## src/rtl/pdm_smp_pkg.sv

```systemverilog
package pdm_smp_pkg;

   // Operating state of one capture lane
   typedef enum logic [1:0] {
      LANE_HELD = 2'd0,   // lane in reset
      LANE_OFF  = 2'd1,   // lane or block disabled
      LANE_LIVE = 2'd2    // lane capturing
   } lane_mode_e;

   function automatic lane_mode_e lane_mode(input logic glb, input logic rstn, input logic en);
      if (!rstn)            return LANE_HELD;
      else if (!(glb && en)) return LANE_OFF;
      else                  return LANE_LIVE;
   endfunction

endpackage

```

## src/rtl/pdm_bclk_sync.sv

```systemverilog
module pdm_bclk_sync #(
   parameter int unsigned STAGES = 2
) (
   input  logic clk,
   input  logic rst_n,
   input  logic bclk_async,
   output logic edge_p
);
   localparam int unsigned LAST = STAGES;

   logic [LAST:0] chain;

   always_ff @(posedge clk or negedge rst_n) begin
      if (!rst_n) chain[0] <= 1'b0;
      else        chain[0] <= bclk_async;
   end

   for (genvar k = 1; k <= LAST; k++) begin : g_stage
      always_ff @(posedge clk or negedge rst_n) begin
         if (!rst_n) chain[k] <= 1'b0;
         else        chain[k] <= chain[k-1];
      end
   end

   // chain[LAST-1] is the last synchronizing flop, chain[LAST] its delayed copy
   assign edge_p = chain[LAST-1] ^ chain[LAST];

endmodule

```

## src/rtl/pdm_half_cnt.sv

```systemverilog
module pdm_half_cnt #(
   parameter int unsigned W = 8
) (
   input  logic         clk,
   input  logic         rst_n,
   input  logic         run,
   input  logic         restart,
   output logic [W-1:0] cnt,
   output logic         fresh
);
   localparam logic [W-1:0] TOP = {W{1'b1}};

   // fresh marks a cycle in which cnt holds a newly reached value
   always_ff @(posedge clk or negedge rst_n) begin
      if (!rst_n) begin
         cnt   <= TOP;
         fresh <= 1'b0;
      end else if (!run) begin
         cnt   <= TOP;
         fresh <= 1'b0;
      end else if (restart) begin
         cnt   <= '0;
         fresh <= 1'b1;
      end else if (cnt != TOP) begin
         cnt   <= cnt + 1'b1;
         fresh <= 1'b1;
      end else begin
         fresh <= 1'b0;
      end
   end

endmodule

```

## src/rtl/pdm_lane_cap.sv

```systemverilog
module pdm_lane_cap
   import pdm_smp_pkg::*;
#(
   parameter int unsigned W = 8
) (
   input  logic         clk,
   input  logic         rst_n,
   input  lane_mode_e   mode,
   input  logic [W-1:0] ptr,
   input  logic [W-1:0] cnt,
   input  logic         fresh,
   input  logic         din,
   output logic         vld,
   output logic         dbit
);
   logic hit;
   assign hit = fresh && (cnt == ptr);

   always_ff @(posedge clk or negedge rst_n) begin
      if (!rst_n) begin
         vld  <= 1'b0;
         dbit <= 1'b0;
      end else if (mode != LANE_LIVE) begin
         vld  <= 1'b0;
         dbit <= 1'b0;
      end else begin
         vld <= hit;
         if (hit) dbit <= din;
      end
   end

endmodule

```

## src/rtl/pdm_chan_sampler.sv

```systemverilog
module pdm_chan_sampler
   import pdm_smp_pkg::*;
#(
   parameter int unsigned NCH         = 8,
   parameter int unsigned PTR_W       = 8,
   parameter int unsigned SYNC_STAGES = 2
) (
   input  logic                 clk,
   input  logic                 rst_n,
   input  logic                 bclk_in,
   input  logic [NCH-1:0]       pdm_in,
   input  logic                 glb_en,
   input  logic [NCH-1:0]       chan_rstn,
   input  logic [NCH-1:0]       chan_en,
   input  logic [NCH*PTR_W-1:0] ptr_cfg,
   output logic [NCH-1:0]       smp_vld,
   output logic [NCH-1:0]       smp_bit
);
   localparam int unsigned CFG_W = NCH * PTR_W;

   if (NCH < 1 || NCH > 8) begin : g_bad_nch
      $error("pdm_chan_sampler: NCH must be 1..8");
   end
   if (PTR_W < 2) begin : g_bad_ptr
      $error("pdm_chan_sampler: PTR_W must be at least 2");
   end
   if (SYNC_STAGES < 2) begin : g_bad_sync
      $error("pdm_chan_sampler: SYNC_STAGES must be at least 2");
   end
   if (CFG_W != $bits(ptr_cfg)) begin : g_bad_cfg
      $error("pdm_chan_sampler: pointer bus width mismatch");
   end

   logic             bclk_edge;
   logic [PTR_W-1:0] hp_cnt;
   logic             hp_fresh;

   pdm_bclk_sync #(.STAGES(SYNC_STAGES)) u_sync (
      .clk        (clk),
      .rst_n      (rst_n),
      .bclk_async (bclk_in),
      .edge_p     (bclk_edge)
   );

   pdm_half_cnt #(.W(PTR_W)) u_cnt (
      .clk     (clk),
      .rst_n   (rst_n),
      .run     (glb_en),
      .restart (bclk_edge),
      .cnt     (hp_cnt),
      .fresh   (hp_fresh)
   );

   for (genvar i = 0; i < NCH; i++) begin : g_lane
      lane_mode_e mode_i;
      assign mode_i = lane_mode(glb_en, chan_rstn[i], chan_en[i]);

      pdm_lane_cap #(.W(PTR_W)) u_lane (
         .clk   (clk),
         .rst_n (rst_n),
         .mode  (mode_i),
         .ptr   (ptr_cfg[i*PTR_W +: PTR_W]),
         .cnt   (hp_cnt),
         .fresh (hp_fresh),
         .din   (pdm_in[i]),
         .vld   (smp_vld[i]),
         .dbit  (smp_bit[i])
      );
   end

endmodule

```

## config.mk

```make
export PLATFORM = sky130hd
export DESIGN_NAME = pdm_chan_sampler
export DESIGN_NICKNAME = d
export VERILOG_FILES = /design/src/rtl/pdm_smp_pkg.sv /design/src/rtl/pdm_bclk_sync.sv /design/src/rtl/pdm_half_cnt.sv /design/src/rtl/pdm_lane_cap.sv /design/src/rtl/pdm_chan_sampler.sv
export SDC_FILE = /design/constraint.sdc
export NUM_CORES = 1
export LEC_CHECK = 0
export BUFFER_PORTS_ARGS = -buffer_cell sky130_fd_sc_hd__buf_2
export CORE_MARGIN = 2
export CORE_UTILIZATION = 40
export CTS_CLUSTER_DIAMETER = 150
export DETAILED_ROUTE_END_ITERATION = 8
export PLACE_DENSITY_LB_ADDON = 0.1
export SETUP_SLACK_MARGIN = 0.5
export SYNTH_ARGS = -nofsm -noshare
export SYNTH_HDL_FRONTEND = slang
export SYNTH_SLANG_ARGS = --single-unit
```

## constraint.sdc

```tcl
create_clock -name clk -period 2.55 [get_ports clk]
set_clock_uncertainty 0.2 [all_clocks]
set_input_delay 0.1275 -clock clk [delete_from_list [all_inputs] [get_ports clk]]
set_output_delay 0.1275 -clock clk [all_outputs]
set_load 0.1 [all_outputs]
```

==> summary.md <==
| Metric | Value |
|---|---|
| Type of origin of the critical path | `flop` |
| Critical path required time | `2.54 ns` |
| Number of buffers added by the clock tree synthesis step | `3` |
| Transition time at the pin with the least slew margin | `0.645 ns` |
| Final worst setup slack | `0.625 ns` |
| Remaining routing DRC violations | `0` |
| Number of rows in the core area | `26` |
| Clock tree from TritonCTS | `built` |
| Count of warnings emitted by yosys | `0` |
| Number of hold violations in the final report | `0` |
| GRT Overall Usage | `19.7%` |
| Maximum number of pins on one net before global-route repair | `34` |
| Net count of the mapped netlist | `312` |
| Seq. cell area | `729 um2` |
| Post-Syn Instances | `219` |
| Count of flip-flops with a built-in enable after synthesis | `0` |
| Layout overhead on the synthesized area | `37.2%` |
| Final HPWL from detailed placement | `4100 um` |
| R2r worst-path depth | `4` |
| Minimum clock period | `1.92 ns` |
| Most frequent standard cell in the layout excluding fill and tap cells | `sky130_fd_sc_hd__buf_2` |
| H-tree depth reported by CTS | `1` |
| Post-DRT Antenna Nets | `0` |
| Endpoint of the most critical register-to-register path | `u_cnt.cnt[1]` |
| Number of buffers on the longest clock path | `2` |
| Min Hold Slack | `0.0486 ns` |
| Biggest fanout along the worst timing path | `13` |
| Port Buffer Count | `107` |
| Leakage | `1.29 nW` |
| Seq cells post-synth | `28` |
| Hold WC Path Type | `input pin to flop` |
| Core occupancy in the finished layout | `57.6%` |
| Area taken by multi-input logic gates | `1230 um2` |
| Path type of the worst setup path | `flop to flop` |
| Number of top-level pins | `108` |
| Final count of negative-setup-slack endpoints | `0` |
| Ratio of routed vias to standard cells | `4.80` |
| Most frequent cells in the layout | `107 x sky130_fd_sc_hd__buf_2, 61 x sky130_fd_sc_hd__xnor2_1, 34 x sky130_fd_sc_hd__dlygate4sd3_1` |
| Proportion of layout cells with a drive suffix above 1 | `37.7%` |
| Highest attainable clock frequency | `520 MHz` |
| Worst vdd rail ir drop | `0.000367 V` |
| Post-placement cell area | `2560 um2` |
| Die boundary height | `77.7 um` |
| Register area share after synthesis | `32.7%` |
| Number of max-slew violations in the final report | `0` |
| DR iter-0 viols | `58` |
| Setup slack on the worst flop-to-flop path | `0.63 ns` |
| CP Capture Type | `flop` |
| Finished layout cell area | `2980 um2` |
| Avg Inst Size Synth | `9.91 um2` |
| Floorplan die area | `6030 um2` |
| Routability-driven placement congestion ratio | `0.778` |
| Average wire per cell in the routed design | `14.5 um` |
| Worst endpoint data arrival time | `1.91 ns` |
| Post-CTS Setup Bufs | `0` |
| Distinct cells, synth | `29` |
| Hold Crit Start | `ptr_cfg[15]` |
| Setup_tns | `0 ns` |
| Endpoint of the worst hold-timing path | `g_lane[1].u_lane.dbit` |
| Number of optimization iterations in the first detailed-route pass | `4` |
| Total power divided by cell area | `405 nW/um2` |
| CP peak stage delay | `0.74 ns` |
| Max_cap viols | `0` |
| Power consumption | `1.21 mW` |
| Total overflow reported by the global router | `0` |
| Share of async-settable or async-resettable flops after synthesis | `100%` |
| First-pass GRT wire length | `9380 um` |
| Slowest cell on the critical path | `sky130_fd_sc_hd__dfstp_4` |
| Count of filler cells inserted in the layout | `473` |
| Critical register-to-register path startpoint | `u_cnt.cnt[1]` |
| Min-Delay Path Depth | `5` |
| Count of vias placed by the detailed router | `1940` |
| Headroom to the max-slew limit | `57.0%` |
| Total length of routed wires | `5880 um` |
| Setup slack at placement | `0.567 ns` |
| Status | `complete, no violations` |
| Cells along the critical path | `ha_1 > and4_1 > mux2i_1 > o21ai_1` |
| Initial antenna violation count | `0` |
| Dominant register cell in the synthesized netlist | `sky130_fd_sc_hd__dfrtp_1` |
| Starting density of the core | `42.0%` |
| Final #Nets | `428` |
| Via count of the first global-routing pass | `1951` |
| Count of inserted antenna diode cells | `0` |
| Die Span X | `77.7 um` |
| Clk Latency, worst-skew pair | `0.27 ns` |
| Cell area after synthesis | `2170 um2` |
| Post-CTS clock slew at the launch and capture registers of the worst setup and hold paths | `0.09 ns` |
| Unrepaired setup endpoints after global routing | `no` |
| Number of placed instances, taps included | `366` |
| Period utilisation layout | `75.5%` |
| Clock Sinks | `28` |
| Core Box Area | `5170 um2` |
| Final Instance Count excl. Fillers | `404` |
| Clock Tree Root | `sky130_fd_sc_hd__clkbuf_8` |
-- cells in the mapped netlist (2+ instances only) --
library cell               count  area (um2)
sky130_fd_sc_hd__clkbuf_1      4        15.0
sky130_fd_sc_hd__xor2_1        6        52.6
sky130_fd_sc_hd__and3_1        3        18.8
sky130_fd_sc_hd__nor4_2        2        25.0
sky130_fd_sc_hd__o21ai_0       4        20.0
sky130_fd_sc_hd__buf_6         6        67.6
sky130_fd_sc_hd__o31ai_1       3        22.5
sky130_fd_sc_hd__dfstp_2       8         210
sky130_fd_sc_hd__nor2_1        3        11.3
sky130_fd_sc_hd__nand4_1      25         156
sky130_fd_sc_hd__nor3_1        4        20.0
sky130_fd_sc_hd__nor3_2        4        40.0
sky130_fd_sc_hd__xnor2_1      61         534
sky130_fd_sc_hd__mux2i_1      10         100
sky130_fd_sc_hd__dfrtp_1      20         500
sky130_fd_sc_hd__and4_1        9        78.8
sky130_fd_sc_hd__nand3_1      11        55.1
sky130_fd_sc_hd__nand2_1       7        26.3
sky130_fd_sc_hd__buf_4        19         143
-- logic make-up (layout without fill, tap and decap cells) --
kind of cell / after synthesis / after routing / share of synthesized area, %
and+or+nand+nor: 71 / 71 / 21.2
xor gates and xnor gates: 67 / 67 / 27.0
buffers and inverters: 31 / 146 / 10.8
DFF: 28 / 28 / 32.7
AOI/OAI and AO/OA: 11 / 11 / 3.11
muxes: 10 / 10 / 4.61
adders and majority gates: 1 / 1 / 0.576
-- power breakdown --
part / leakage (nW) / total [mW] / switching (mW) / internal (mW)
registers: 0.356 / 0.562 / 0.0811 / 0.481
clock network: 0.0288 / 0.275 / 0.137 / 0.138
logic: 0.903 / 0.369 / 0.147 / 0.221
-- worst max-delay path by stage --
stage / from / slack, ns / to / depth (start not counted)
2_1_floorplan: u_cnt.cnt[2] / 0.87 / u_cnt.cnt[1] / 6
3_3_place_gp: u_cnt.cnt[1] / 0.61 / u_cnt.cnt[1] / 4
3_5_place_dp: u_cnt.cnt[1] / 0.57 / u_cnt.cnt[1] / 4
4_1_cts: u_cnt.cnt[1] / 0.56 / u_cnt.cnt[1] / 4
5_1_grt: u_cnt.cnt[5] / 0.51 / u_cnt.cnt[5] / 4
6_report: u_cnt.cnt[1] / 0.63 / u_cnt.cnt[1] / 4
-- worst max-delay path: cells and delay by family, from the launching register on --
kind | cells | cell delay (ns)
flip-flops | 1 | 0.74
multiplexers | 1 | 0.21
adder cells (fa/ha/maj) | 1 | 0.28
AND/OR/NAND/NOR | 1 | 0.34
AO/OA/AOI/OAI | 1 | 0.07
-- per-layer routing --
metal / track usage [%] / share of wire, % / up-vias
li1: - / - / 988
met1: 25.2 / 44 / 893
met2: 34.8 / 50 / 51
met3: 3.14 / 4.1 / 8
met4: 4.46 / 1.2 / 0
met5: 0 / 0 / -
-- state kept, by name, summed over array words and instances, names as in the netlist --
signal,count
g_lane.u_lane.dbit,8
g_lane.u_lane.vld,8
u_cnt.cnt,8
u_sync.chain,3
u_cnt.fresh,1
-- cell type report --
class	instances	area share, %
multi-input combinational	160	41.2
inverter	1	0.126
sequential	28	24.5
clock buffer	4	1.85
timing repair buffer	141	29.4
tap	70	2.94
-- timing repair --
| item | CTS | global route |
|---|---|---|
| hold buffers | 34 | 0 |
| endpoints found under the hold margin | 37 | 0 |
| setup endpoints to repair | 0 | 3 |
| resized for setup | 0 | 5 |
(Power assumes the default switching activity.)
